===== src/rtl/pldreq_pkg.sv =====
package pldreq_pkg;
  typedef enum logic {ST_IDLE = 1'b0, ST_RUN = 1'b1} st_e;
  typedef enum logic {MODE_LINES = 1'b0, MODE_FRAGS = 1'b1} mode_e;
endpackage


===== src/rtl/pldreq_frag_addr.sv =====
module pldreq_frag_addr #(
  parameter int FRAG_N    = 5,
  parameter int BASE_W    = 32,
  parameter int EXT_W     = 12,
  parameter int WORD_W    = 32,
  parameter int EXT_WORDS = 3,
  parameter int HI_LSB    = 16,
  localparam int ADDR_W   = BASE_W + EXT_W
) (
  input  logic [FRAG_N-1:0][BASE_W-1:0]    base_i,
  input  logic [EXT_WORDS-1:0][WORD_W-1:0] ext_i,
  output logic [FRAG_N-1:0][ADDR_W-1:0]    addr_o
);
  // fragment 0 uses the high lane of word 0; others pair low/high lanes of later words
  for (genvar f = 0; f < FRAG_N; f++) begin : g_frag
    localparam int WSEL = (f + 1) / 2;
    localparam int LSB  = (f % 2 == 1) ? 0 : HI_LSB;
    assign addr_o[f] = {ext_i[WSEL][LSB +: EXT_W], base_i[f]};
  end

  logic unused_ext;
  assign unused_ext = ^ext_i;
endmodule


===== src/rtl/pldreq_len_calc.sv =====
module pldreq_len_calc
  import pldreq_pkg::*;
#(
  parameter int SIZE_W = 32,
  parameter int LINE_W = 18,
  parameter int PAGE_W = 12,
  parameter int LEN_W  = 18
) (
  input  mode_e              mode_i,
  input  logic [PAGE_W-1:0]  addr_lo_i,
  input  logic [SIZE_W-1:0]  rem_i,
  input  logic [LINE_W-1:0]  line_i,
  output logic [LEN_W-1:0]   len_o
);
  localparam int unsigned PAGE_B = 1 << PAGE_W;

  logic [SIZE_W-1:0] page_left;
  logic [SIZE_W-1:0] cap;

  assign page_left = SIZE_W'(PAGE_B) - SIZE_W'(addr_lo_i);

  always_comb begin
    cap   = (mode_i == MODE_FRAGS) ? page_left : SIZE_W'(line_i);
    len_o = (rem_i < cap) ? LEN_W'(rem_i) : LEN_W'(cap);
  end
endmodule


===== src/rtl/pldreq_ctrl.sv =====
module pldreq_ctrl
  import pldreq_pkg::*;
#(
  parameter int FRAG_N = 5,
  parameter int ADDR_W = 44,
  parameter int SIZE_W = 32,
  parameter int LINE_W = 18,
  parameter int LEN_W  = 18,
  localparam int IDX_W = $clog2(FRAG_N)
) (
  input  logic                          clk_i,
  input  logic                          rst_ni,
  input  logic                          start_i,
  input  logic                          frag_mode_i,
  input  logic [SIZE_W-1:0]             xfer_size_i,
  input  logic [LINE_W-1:0]             line_size_i,
  input  logic [ADDR_W-1:0]             stride_i,
  input  logic [FRAG_N-1:0][ADDR_W-1:0] frag_addr_i,
  input  logic                          req_ready_i,
  input  logic                          mem_err_i,
  input  logic [LEN_W-1:0]              len_i,
  output logic                          busy_o,
  output mode_e                         mode_o,
  output logic [ADDR_W-1:0]             addr_o,
  output logic [SIZE_W-1:0]             rem_o,
  output logic [LINE_W-1:0]             line_o,
  output logic [ADDR_W-1:0]             stride_o,
  output logic                          done_o,
  output logic                          err_o
);
  st_e                          st_q;
  mode_e                        mode_q;
  logic [SIZE_W-1:0]            rem_q;
  logic [LINE_W-1:0]            line_q;
  logic [ADDR_W-1:0]            stride_q;
  logic [ADDR_W-1:0]            addr_q;
  logic [FRAG_N-1:0][ADDR_W-1:0] frag_q;
  logic [IDX_W-1:0]             idx_q;
  logic                         done_q, err_q;

  logic [SIZE_W-1:0] rem_nxt;
  logic              last_req;

  assign rem_nxt  = rem_q - SIZE_W'(len_i);
  assign last_req = (rem_nxt == '0) ||
                    ((mode_q == MODE_FRAGS) && (idx_q == IDX_W'(FRAG_N - 1)));

  always_ff @(posedge clk_i or negedge rst_ni) begin
    if (!rst_ni) begin
      st_q     <= ST_IDLE;
      mode_q   <= MODE_LINES;
      rem_q    <= '0;
      line_q   <= '0;
      stride_q <= '0;
      addr_q   <= '0;
      frag_q   <= '0;
      idx_q    <= '0;
      done_q   <= 1'b0;
      err_q    <= 1'b0;
    end else begin
      done_q <= 1'b0;
      err_q  <= 1'b0;
      unique case (st_q)
        ST_IDLE: begin
          if (start_i) begin
            mode_q   <= mode_e'(frag_mode_i);
            rem_q    <= xfer_size_i;
            line_q   <= line_size_i;
            stride_q <= stride_i;
            frag_q   <= frag_addr_i;
            addr_q   <= frag_addr_i[0];
            idx_q    <= '0;
            if (xfer_size_i == '0) begin
              done_q <= 1'b1;
            end else if (!frag_mode_i && (line_size_i == '0)) begin
              err_q <= 1'b1;  // would never consume the transfer
            end else begin
              st_q <= ST_RUN;
            end
          end
        end
        ST_RUN: begin
          if (mem_err_i) begin
            err_q <= 1'b1;
            st_q  <= ST_IDLE;
          end else if (req_ready_i) begin
            rem_q <= rem_nxt;
            if (last_req) begin
              done_q <= 1'b1;
              st_q   <= ST_IDLE;
            end else if (mode_q == MODE_FRAGS) begin
              idx_q  <= idx_q + 1'b1;
              addr_q <= frag_q[idx_q + 1'b1];
            end else begin
              addr_q <= addr_q + stride_q;
            end
          end
        end
        default: st_q <= ST_IDLE;
      endcase
    end
  end

  assign busy_o   = (st_q == ST_RUN);
  assign mode_o   = mode_q;
  assign addr_o   = addr_q;
  assign rem_o    = rem_q;
  assign line_o   = line_q;
  assign stride_o = stride_q;
  assign done_o   = done_q;
  assign err_o    = err_q;
endmodule


===== src/rtl/pldreq_gen.sv =====
module pldreq_gen
  import pldreq_pkg::*;
#(
  parameter int FRAG_N       = 5,
  parameter int BASE_W       = 32,
  parameter int EXT_W        = 12,
  parameter int WORD_W       = 32,
  parameter int SIZE_W       = 32,
  parameter int LINE_W       = 18,
  parameter int STRIDE_SHIFT = 4,
  parameter int PAGE_W       = 12,
  localparam int ADDR_W      = BASE_W + EXT_W,
  localparam int EXT_WORDS   = (FRAG_N + 2) / 2,
  localparam int LEN_W       = (LINE_W > PAGE_W + 1) ? LINE_W : PAGE_W + 1
) (
  input  logic                             clk_i,
  input  logic                             rst_ni,
  input  logic                             start_i,
  input  logic                             frag_mode_i,
  input  logic [SIZE_W-1:0]                xfer_size_i,
  input  logic [WORD_W-1:0]                line_word_i,
  input  logic [FRAG_N-1:0][BASE_W-1:0]    src_base_i,
  input  logic [EXT_WORDS-1:0][WORD_W-1:0] addr_ext_i,
  output logic                             req_valid_o,
  input  logic                             req_ready_i,
  output logic [ADDR_W-1:0]                req_addr_o,
  output logic [LEN_W-1:0]                 req_len_o,
  input  logic                             mem_err_i,
  output logic                             done_o,
  output logic                             err_o
);
  localparam int STRIDE_W = WORD_W - LINE_W;

  logic [FRAG_N-1:0][ADDR_W-1:0] frag_addr;
  logic [ADDR_W-1:0]             stride_in;
  mode_e                         run_mode;
  logic [SIZE_W-1:0]             run_rem;
  logic [LINE_W-1:0]             run_line;
  logic [ADDR_W-1:0]             run_stride;

  assign stride_in = ADDR_W'({line_word_i[WORD_W-1:LINE_W], {STRIDE_SHIFT{1'b0}}});

  pldreq_frag_addr #(
    .FRAG_N(FRAG_N), .BASE_W(BASE_W), .EXT_W(EXT_W),
    .WORD_W(WORD_W), .EXT_WORDS(EXT_WORDS), .HI_LSB(16)
  ) u_frag_addr (
    .base_i (src_base_i),
    .ext_i  (addr_ext_i),
    .addr_o (frag_addr)
  );

  pldreq_ctrl #(
    .FRAG_N(FRAG_N), .ADDR_W(ADDR_W), .SIZE_W(SIZE_W),
    .LINE_W(LINE_W), .LEN_W(LEN_W)
  ) u_ctrl (
    .clk_i       (clk_i),
    .rst_ni      (rst_ni),
    .start_i     (start_i),
    .frag_mode_i (frag_mode_i),
    .xfer_size_i (xfer_size_i),
    .line_size_i (line_word_i[LINE_W-1:0]),
    .stride_i    (stride_in),
    .frag_addr_i (frag_addr),
    .req_ready_i (req_ready_i),
    .mem_err_i   (mem_err_i),
    .len_i       (req_len_o),
    .busy_o      (req_valid_o),
    .mode_o      (run_mode),
    .addr_o      (req_addr_o),
    .rem_o       (run_rem),
    .line_o      (run_line),
    .stride_o    (run_stride),
    .done_o      (done_o),
    .err_o       (err_o)
  );

  pldreq_len_calc #(
    .SIZE_W(SIZE_W), .LINE_W(LINE_W), .PAGE_W(PAGE_W), .LEN_W(LEN_W)
  ) u_len (
    .mode_i    (run_mode),
    .addr_lo_i (req_addr_o[PAGE_W-1:0]),
    .rem_i     (run_rem),
    .line_i    (run_line),
    .len_o     (req_len_o)
  );

  logic unused_stride_hi;
  assign unused_stride_hi = ^STRIDE_W;
endmodule


===== config.mk =====
export PLATFORM = sky130hd
export DESIGN_NAME = pldreq_gen
export DESIGN_NICKNAME = d
export VERILOG_FILES = /design/src/rtl/pldreq_pkg.sv /design/src/rtl/pldreq_frag_addr.sv /design/src/rtl/pldreq_len_calc.sv /design/src/rtl/pldreq_ctrl.sv /design/src/rtl/pldreq_gen.sv
export SDC_FILE = /design/constraint.sdc
export NUM_CORES = 1
export LEC_CHECK = 0
export ABC_CLOCK_PERIOD_IN_PS = 11460
export BUFFER_PORTS_ARGS = -buffer_cell sky130_fd_sc_hd__buf_2
export CORE_MARGIN = 2
export CORE_UTILIZATION = 30
export CTS_CLUSTER_DIAMETER = 150
export CTS_CLUSTER_SIZE = 12
export DETAILED_ROUTE_END_ITERATION = 12
export PLACE_DENSITY = 0.53
export SYNTH_ARGS = -nofsm -noshare
export SYNTH_HDL_FRONTEND = slang
export SYNTH_SLANG_ARGS = --single-unit

===== constraint.sdc =====
create_clock -name clk_i -period 11.46 [get_ports clk_i]
set_input_delay 2.292 -clock clk_i [delete_from_list [all_inputs] [get_ports clk_i]]
set_output_delay 2.292 -clock clk_i [all_outputs]
set_load 0.1 [all_outputs]

After elaboration in Yosys (flattened, before gate mapping)
Index checks and enable logic that the tools add are counted.
- bits in registers: 335
- bits in latches: 0
- RAM bits: 0
- bits in read-only memories: 0
- output and inout bits: 65
- memories kept: 0
- add/sub/neg operators: 4
- multiply operators: 0
- divide/modulo/power cells: 0
- order comparisons: 2
- equality and inequality tests: 6
- shifts and indexed selects: 0
- muxes and demuxes: 38
- bitwise operators: 1
- reductions and logical operators: 11
- operator list (kind ; number):
    44-bit 2-to-1 mux ; 6
    44-bit binary-select mux with 3-bit select ; 1
    32-bit 2-to-1 mux ; 4
    44-bit case mux with 2 select lines ; 1
    32-bit logical NOT ; 2
    32-bit case mux with 2 select lines ; 1
    44-bit by 18-bit adder with 44-bit output ; 1
    32-bit less-than comparator ; 1
    32-bit by 18-bit subtractor with 32-bit output ; 1
    18-bit logical NOT ; 1
    18-bit 2-to-1 mux ; 1
    1-bit 2-to-1 mux ; 15
    3-bit 2-to-1 mux ; 5
    13-bit by 12-bit subtractor with 14-bit output (first input constant) ; 1
    2-bit != test (second input constant) ; 5
    1-bit case mux with 2 select lines ; 3
    3-bit case mux with 2 select lines ; 1
    5-bit AND reduction ; 1
    3-bit by 4-bit less-than comparator with 1-bit output (second input constant) ; 1
    4-bit AND reduction ; 1
    3-bit by 1-bit adder with 3-bit output (second input constant) ; 1
    3-bit equality test (second input constant) ; 1
    3-bit AND reduction ; 1
    1-bit logical AND ; 2
    other kinds (4) ; 4

Longest topological paths before layout
Gate-level depths: netlist of the first run.
- word-level depth: 11
- mapped depth: 38
- depth with buffers taken out: 31

Modules after synthesis
From an unflattened synthesis of the first run, not the netlist that was laid out.
- cell total of the unflattened synthesis: 2775
- area, all modules: 23140.9 sq um
- modules (own cells, without submodules) (module ; instances ; cells each ; area an instance (sq um) ; seq. area each (sq um)):
    pldreq_ctrl ; 1 ; 2422 ; 20448.4 ; 9133.8
    pldreq_frag_addr ; 1 ; 220 ; 1651.6 ; 0.0
    pldreq_len_calc ; 1 ; 132 ; 1037.2 ; 0.0
    pldreq_gen ; 1 ; 1 ; 3.8 ; 0.0

Least setup slack after synthesis of the first run
No wires, ideal clock.
- kind: register to register
- start: register u_ctrl.addr_q[0] (netlist: u_ctrl.addr_o[0])
- end: register u_ctrl.addr_q[4] (netlist: u_ctrl.addr_o[4])
- library setup time: 0.116 ns
- arrival time: 9.988 ns
- data required time: 11.344 ns
- slack: 1.357 ns
- cell stages (with the launch flop): 35
- path buffers: 6
- period minus slack after synthesis: 10.103 ns
- path through: dfrtp_1 -> inv_1 -> ha_1 -> nor3b_1 -> a311oi_1 -> nor3_1 -> ha_1 -> inv_1 -> a31o_2 -> a211oi_1 -> o31a_1 -> o21ai_1 -> a21o_1 -> buf_2 -> clkbuf_1 -> clkbuf_1 -> clkbuf_1 -> o21ai_0 -> inv_1 -> ha_1 -> nand2b_1 -> or4_1 -> nor2_1 -> o31ai_1 -> a2111o_1 -> a2111oi_0 -> o2111ai_1 -> nor4_1 -> o2111ai_1 -> nor4_1 -> or2_1 -> buf_2 -> buf_4 -> nand2_1 -> o311ai_0
- cells in the longest elaborated chain, start to end: 9
- elaborated cells between the ends (all ways): 15
- those cells by class: 3 x add/sub; 1 x order compare; 1 x eq/ne; 7 x mux; 3 x reduce/logical
- RTL lines (what ; line ; RTL):
    start: declaration ; pldreq_ctrl.sv:36 ; logic [ADDR_W-1:0] addr_q;
    start signal: assignment ; pldreq_ctrl.sv:71 ; addr_q <= frag_addr_i[0];
    start signal: assignment ; pldreq_ctrl.sv:93 ; addr_q <= frag_q[idx_q + 1'b1];
    start signal: assignment ; pldreq_ctrl.sv:95 ; addr_q <= addr_q + stride_q;
    13-bit by 12-bit subtractor with 14-bit output * ; pldreq_len_calc.sv:20 ; assign page_left = SIZE_W'(PAGE_B) - SIZE_W'(addr_lo_i);
    32-bit 2-to-1 mux * ; pldreq_len_calc.sv:23 ; cap = (mode_i == MODE_FRAGS) ? page_left : SIZE_W'(line_i);
    32-bit less-than comparator ; pldreq_len_calc.sv:24 ; len_o = (rem_i < cap) ? LEN_W'(rem_i) : LEN_W'(cap);
    18-bit 2-to-1 mux * ; pldreq_len_calc.sv:24 ;
    net req_len_o[17] ; pldreq_gen.sv:27 ; output logic [LEN_W-1:0] req_len_o,
    32-bit by 18-bit subtractor with 32-bit output * ; pldreq_ctrl.sv:44 ; assign rem_nxt = rem_q - SIZE_W'(len_i);
    32-bit logical NOT * ; pldreq_ctrl.sv:45 ; assign last_req = (rem_nxt == '0) ||
    1-bit logical OR * ; pldreq_ctrl.sv:45 ;
    2-bit != test (no source line) * ; - ;
    4-bit AND reduction (no source line) * ; - ;
The timed path passes the listed nets; every way through them passes the cells marked *. The select of a mux whose other input is x is not followed.
A chain may end at the register's enable or synchronous reset.

Worst setup path after layout of the first run
- start: register u_ctrl.addr_q[2] (netlist: u_ctrl.addr_o[2])
- end: register u_ctrl.addr_q[39] (netlist: u_ctrl.addr_o[39])
- cells in the longest elaborated chain, start to end: 9
- elaborated cells between the ends (all ways): 15
- those cells by class: 3 x add/sub; 1 x order compare; 1 x eq/ne; 7 x mux; 3 x reduce/logical
- RTL lines (what ; line):
    13-bit by 12-bit subtractor with 14-bit output ; pldreq_len_calc.sv:20
    32-bit 2-to-1 mux ; pldreq_len_calc.sv:23
    32-bit less-than comparator ; pldreq_len_calc.sv:24
    18-bit 2-to-1 mux ; pldreq_len_calc.sv:24
    32-bit by 18-bit subtractor with 32-bit output ; pldreq_ctrl.sv:44
    32-bit logical NOT ; pldreq_ctrl.sv:45
    1-bit logical OR ; pldreq_ctrl.sv:45
    2-bit != test (no source line) ; -
    4-bit AND reduction (no source line) ; -
Several ways; a longest one is shown, not always the timed one. The select of a mux whose other input is x is not followed.

==> flow_metrics.py, run 1 <==
metrics = {
    "outcome": {
        "status": "completed",
    },
    "clock_network": {
        "clkLatencyLatePin_ns": 0.61,
        "cts.sinks": 335,
        "cts_made_buffers": 31,
        "htree_levels": 1,
        "postCtsSetupBuffers": 0,
        "clkSlewWorstSetupHoldPaths_ns": 0.08,
        "cts_tree": "yes",
        "clockRootBuffer": "clkbuf_16",
        "cts_resized": 0,
        "postCtsHoldBufs": 0,
        "cts_buffer_depth": 3,
    },
    "worst_setup_path": {
        "endpoint": "u_ctrl.addr_o[39]",
        "worstPathRequired_ns": 11.89,
        "cp_slowest_cell": "or4_1",
        "ff2ff_path_depth": 29,
        "crit_type": "reg -> reg",
        "crit_cells": 29,
        "worst-path-buf-inv": 1,
        "critical_path.max_stage_delay_ns": 0.88,
        "startpoint_type": "flip-flop",
        "reg2reg_from": "u_ctrl.addr_o[2]",
        "cp_top_family": "compound AO/OA/AOI/OAI gates",
        "cp_max_fo": 33,
        "critical_path.startpoint": "u_ctrl.addr_o[2]",
        "worst-r2r-setup-slack_ns": 1.52,
        "reg2reg_to": "u_ctrl.addr_o[39]",
        "end_kind": "flip-flop",
        "arrival_ns": 10.37,
    },
    "pwr": {
        "comb_power_share": 0.565,
        "p_sw_mw": 3.58,
        "swShare": 0.525,
        "clkPwrFrac": 0.139,
        "total_power_mw": 6.81,
        "vdd.ir_drop.worst_mv": 0.115,
        "power.leakage_nw": 11.0,
        "pwr-share-seq": 0.296,
        "powerDensity_nw_per_um2": 293,
        "p_int_mw": 3.23,
    },
    "synthesis": {
        "yosys_register_bits": 335,
        "synth_nets": 2810,
        "synth_edf_count": 0,
        "synthCells": 2443,
        "ys_types": 87,
        "synth-main-ff-cell": "dfrtp_1",
        "yosysWarnings": 0,
        "synthArstFlopShare": 1.00,
        "syn_area_per_cell_um2": 8.15,
        "synth.yosys.seq_area_share": 0.421,
        "mappedNetlistArea_um2": 19900,
    },
    "die": {
        "coreArea_um2": 65700,
        "die_h_um": 262,
        "die-area_um2": 68400,
        "initial_core_util": 0.303,
        "rows": 94,
        "io_pins": 391,
        "die_x_um": 262,
    },
    "route": {
        "wire_per_inst_um": 22.0,
        "drtAntennaViolNets": 0,
        "drt_iter0_markers": 1408,
        "routed_wl_mm": 78.4,
        "drc": 0,
        "firstDrtPassIters": 5,
        "vias": 19100,
        "avgViaCountPerCell": 5.34,
    },
    "placement": {
        "hpwl_mm": 56.2,
        "gp_congestion": 0.891,
        "dpl.cell_count": 3531,
        "io_buffers": 354,
    },
    "sta": {
        "slew_viol_final": 0,
        "holdWs_ns": 0.469,
        "rsz0062_at_grt": "no",
        "tns_ns": 0,
        "final-setup-viol-count": 0,
        "max_freq_mhz": 101,
        "slew_headroom": 0.264,
        "worst_slew_pin_slew_ns": 1.09,
        "skew_ns": 0.0297,
        "min_period_ns": 9.94,
        "fin_crit_sh": 0.867,
        "hold_viol": 0,
    },
    "global_routing": {
        "grt_util_met2": 0.383,
        "gr-max-usage-layer": "met2",
        "grt_pass1_vias": 19000,
        "grt_pass1_wl_mm": 117,
        "use_met1": 0.283,
        "grt_usage": 0.224,
        "gr-total-overflow": 0,
        "grt_start_max_net_pins": 146,
        "met3_usage": 0.0556,
        "grt_antenna_before_repair": 14,
    },
    "min_path": {
        "hp-class": "reg -> reg",
    },
    "layout": {
        "fin_nets": 3067,
        "area_growth_pct": 16.8,
        "final_cells": 3568,
        "drive_gt1_frac": 0.186,
    },
    "flow_run": {
        "maxCapViolCount": 0,
    },
}
placed cells by master, fill, tap and decap left out, types with 25 or more instances in the layout:
cell type | netlist | layout
clkbuf_16 | 0 | 31
buf_2 | 10 | 353
inv_1 | 42 | 41
buf_4 | 1 | 26
nand3_1 | 35 | 35
nand2_1 | 890 | 889
mux2i_1 | 31 | 31
ha_1 | 39 | 38
a21oi_1 | 125 | 125
o21ai_0 | 140 | 140
nor2_1 | 120 | 117
xnor2_1 | 26 | 25
nor3_1 | 29 | 28
dfrtp_1 | 335 | 332
nor4_1 | 29 | 29
mux4_2 | 39 | 39
layer usage:
layer | routed length, um | vias to the layer above
met2 | 37700 | 601
li1 | - | 8990
met3 | 5790 | 108
met1 | 32800 | 9342
met4 | 1930 | 26
met5 | 173 | -
how the worst min path moves through the flow:
| stage | cells after the start | startpoint | to | slack, ns |
|---|---|---|---|---|
| global placement | 2 | u_ctrl.frag_q[8] | u_ctrl.frag_q[8] | 0.45 |
| detailed placement | 2 | u_ctrl.frag_q[8] | u_ctrl.frag_q[8] | 0.46 |
| finish | 2 | u_ctrl.frag_q[46] | u_ctrl.frag_q[46] | 0.47 |
| CTS | 2 | u_ctrl.frag_q[112] | u_ctrl.frag_q[112] | 0.48 |
| global route | 2 | u_ctrl.frag_q[167] | u_ctrl.frag_q[167] | 0.49 |
| floorplan | 2 | u_ctrl.line_o[10] | u_ctrl.line_o[10] | 0.44 |
worst reg2reg max path: cells and delay by family, from the launching register on:
| family | cells | cell delay (ns) |
|---|---|---|
| multiplexers | 2 | 1.04 |
| flip-flops | 1 | 0.47 |
| adder cells (fa/ha/maj) | 2 | 0.69 |
| XOR/XNOR | 2 | 0.31 |
| buffers and inverters | 1 | 0.32 |
| AND/OR/NAND/NOR | 8 | 3.03 |
| AO/OA/AOI/OAI | 14 | 3.90 |
logic make-up (layout without fill, tap and decap cells):
logic type	Yosys count	count (layout)	share of synthesized area
AND/OR/NAND/NOR	1234	1234	0.262
AO/OA/AOI/OAI	512	512	0.169
flip-flops	335	335	0.421
buffers and inverters	202	462	0.0393
multiplexers	77	77	0.0637
adder cells (fa/ha/maj)	46	46	0.0290
XOR/XNOR	37	37	0.0163
other	0	1	0
through the flow:
step | util | worst slack, ns | cell area [um2]
6_report | 0.353 | 1.52 | 23200
5_1_grt | 0.353 | 0.960 | 23200
4_1_cts | 0.353 | 1.59 | 23200
3_5_place_dp | 0.341 | 1.65 | 22400
3_3_place_gp | 0.341 | 1.68 | 22400
2_1_floorplan | - | 1.36 | 19900
synth_stat cells (31+ instances only):
master	count	area, um2
dfrtp_1	335	8380
inv_1	42	158
o21ai_0	140	701
nand3_1	35	175
mux2i_1	31	310
nand2_1	890	3340
a21oi_1	125	626
ha_1	39	488
mux4_2	39	878
nor2_1	120	450
clkbuf_1	135	507
power by group through the flow:
| stage | clock (mW) | sequential [mW] | combinational [mW] |
|---|---|---|---|
| after detailed placement | 0 | 2.02 | 3.83 |
| after global placement | 0 | 2.00 | 3.81 |
| after CTS | 0.979 | 2.00 | 3.85 |
| after global routing | 1.02 | 2.07 | 4.19 |
| after floorplan | 0 | 2.38 | 2.33 |
| final | 0.948 | 2.02 | 3.85 |
area by class of cell:
type                       count  area (um2)
clock buffer                  35         791
clock inverter                 1        8.76
antenna                        1        2.50
tap                          864        1080
timing repair buffer         381        2000
inverter                      45         169
sequential                   335        8390
fill                        6943       42500
multi-input combinational   1906       10800
flip-flops by register name, indices dropped and copies added (netlist names):
| name | flops |
|---|---|
| u_ctrl.frag_q | 220 |
| u_ctrl.addr_o | 44 |
| u_ctrl.rem_o | 32 |
| u_ctrl.line_o | 18 |
| u_ctrl.stride_o | 14 |
| u_ctrl.idx_q | 3 |
| u_ctrl.busy_o | 1 |
| u_ctrl.done_o | 1 |
| u_ctrl.err_o | 1 |
| u_ctrl.mode_o | 1 |
(Power assumes the default switching activity.)
==> run 2: changes to the inputs <==
PLACE_DENSITY = 0.57   (was 0.53)
==> run 2 against run 1 <==
Compared with the run above: worst setup slack better by 0.17 ns; via count is 1.1% lower; fmax rose by 1.8%; clock skew is 0.011 ns lower; critical endpoint unchanged; largest power group unchanged.
==> flow_metrics.py, run 2 (same netlist as run 1, synthesis figures left out) <==
metrics = {
    "sta": {
        "max_freq_mhz": 102,
        "fin_crit_sh": 0.852,
        "slew_viol_final": 0,
        "hold_viol": 0,
        "worst_slew_pin_slew_ns": 1.20,
        "skew_ns": 0.0182,
        "min_period_ns": 9.77,
        "tns_ns": 0,
        "rsz0062_at_grt": "no",
        "slew_headroom": 0.181,
        "final-setup-viol-count": 0,
    },
    "route": {
        "avgViaCountPerCell": 5.28,
        "vias": 18900,
        "wl_met1_mm": 31.8,
        "wl_met3_mm": 5.38,
        "top_layer": "met5",
        "drc": 0,
        "firstDrtPassIters": 5,
        "wire_per_inst_um": 20.8,
        "drt_iter0_markers": 1422,
        "wl_met2_mm": 35.1,
        "routed_wl_mm": 74.4,
        "drtAntennaViolNets": 0,
    },
    "pwr": {
        "comb_power_share": 0.563,
        "p_int_mw": 3.23,
        "p_sw_mw": 3.53,
        "clkPwrFrac": 0.143,
        "pwr-share-seq": 0.294,
        "swShare": 0.522,
        "power.leakage_nw": 11.1,
        "vdd.ir_drop.worst_mv": 0.137,
        "powerDensity_nw_per_um2": 290,
    },
    "min_path": {
        "holdCritStartpoint": "u_ctrl.frag_q[143]",
        "hp-class": "reg -> reg",
    },
    "layout": {
        "final_common_cell": "nand2_1",
        "drive_gt1_frac": 0.186,
        "largest_reg_flops": 220,
        "final_cell_mix": "nand2_1 (889), buf_2 (353), dfrtp_1 (332)",
        "fin_nets": 3068,
        "area_growth_pct": 16.9,
        "final_cells": 3572,
        "regMostFlops": "u_ctrl.frag_q",
        "fillers": 6861,
    },
    "global_routing": {
        "grt_usage": 0.214,
        "grt_antenna_before_repair": 20,
        "grt_start_max_net_pins": 169,
        "gr-total-overflow": 0,
        "grt_pass1_wl_mm": 112,
        "grt_pass1_vias": 18300,
    },
    "clock_network": {
        "cts_tree": "yes",
        "clkSlewWorstSetupHoldPaths_ns": 0.07,
        "cts.sinks": 335,
        "postCtsHoldBufs": 0,
        "cts_buffer_depth": 3,
        "cts_made_buffers": 31,
        "clkLatencyLatePin_ns": 0.62,
        "cts_resized": 0,
        "clockRootBuffer": "clkbuf_16",
        "htree_levels": 1,
        "postCtsSetupBuffers": 0,
    },
    "worst_setup_path": {
        "reg2reg_to": "u_ctrl.addr_o[39]",
        "critical_path.startpoint": "u_ctrl.addr_o[0]",
        "worstPathRequired_ns": 11.91,
        "arrival_ns": 10.22,
        "cp_max_fo": 35,
        "worst-r2r-setup-slack_ns": 1.69,
        "startpoint_type": "flip-flop",
        "critical_path.max_stage_delay_ns": 0.79,
        "crit_type": "reg -> reg",
        "ff2ff_path_depth": 30,
        "reg2reg_from": "u_ctrl.addr_o[0]",
        "cp_slowest_cell": "nor3_1",
        "endpoint": "u_ctrl.addr_o[39]",
        "end_kind": "flip-flop",
    },
    "die": {
        "die_h_um": 262,
        "die-area_um2": 68400,
        "io_pins": 391,
        "die_x_um": 262,
        "rows": 94,
        "initial_core_util": 0.303,
        "coreArea_um2": 65700,
    },
    "outcome": {
        "status": "completed",
    },
    "placement": {
        "dpl.cell_count": 3532,
        "gp_congestion": 0.932,
        "io_buffers": 354,
        "hpwl_mm": 52.8,
    },
    "flow_run": {
        "maxCapViolCount": 0,
    },
}
run 2: critical path: cells and delay by family, from the launching register on:
kind / cells / cell delay [ns]
fa+ha+maj: 3 / 0.84
buf+inv: 5 / 0.84
simple gates: 8 / 3.96
flops: 1 / 0.50
compound gates: 14 / 3.44
run 2: final cells by class:
class                           count  area, um2  share of cell area
Antenna cell                        4       10.0            0.000430
Clock inverter                      1       20.0            0.000861
Multi-Input combinational cell   1906      10800               0.464
Tap cell                          864       1080              0.0465
Clock buffer                       35        791              0.0340
Sequential cell                   335       8390               0.361
Inverter                           45        169             0.00726
Timing Repair Buffer              382       2000              0.0862
run 2: worst min path at each step:
stage	slack, ns	depth (start not counted)	end
5_1_grt	0.49	2	u_ctrl.frag_q[16]
6_report	0.47	2	u_ctrl.frag_q[143]
4_1_cts	0.47	2	u_ctrl.frag_q[98]
2_1_floorplan	0.44	2	u_ctrl.line_o[10]
3_5_place_dp	0.46	2	u_ctrl.frag_q[1]
3_3_place_gp	0.45	2	u_ctrl.frag_q[46]
run 2: power by group through the flow:
| stage | sequential, mW | combinational, mW | clock [mW] |
|---|---|---|---|
| 2_1_floorplan | 2.38 | 2.33 | 0 |
| 5_1_grt | 2.04 | 4.14 | 1.04 |
| 3_3_place_gp | 1.99 | 3.78 | 0 |
| 4_1_cts | 1.98 | 3.80 | 1.00 |
| 6_report | 1.99 | 3.81 | 0.964 |
| 3_5_place_dp | 1.99 | 3.79 | 0 |
run 2: stage by stage:
step	worst slack (ns)	hold WS [ns]	total power [mW]	instance area, um2	util
floorplan	1.36	0.438	4.71	19900	-
CTS	1.89	0.473	6.78	23300	0.354
global placement	2.08	0.450	5.77	22400	0.341
detailed placement	1.95	0.457	5.78	22400	0.341
finish	1.69	0.466	6.76	23300	0.354
global route	1.26	0.488	7.22	23300	0.354
run 2: per-layer routing:
metal,GRT usage,up-vias
met4,0.0516,28
met3,0.0488,146
met1,0.281,9088
met5,0,-
li1,-,8973
met2,0.355,621
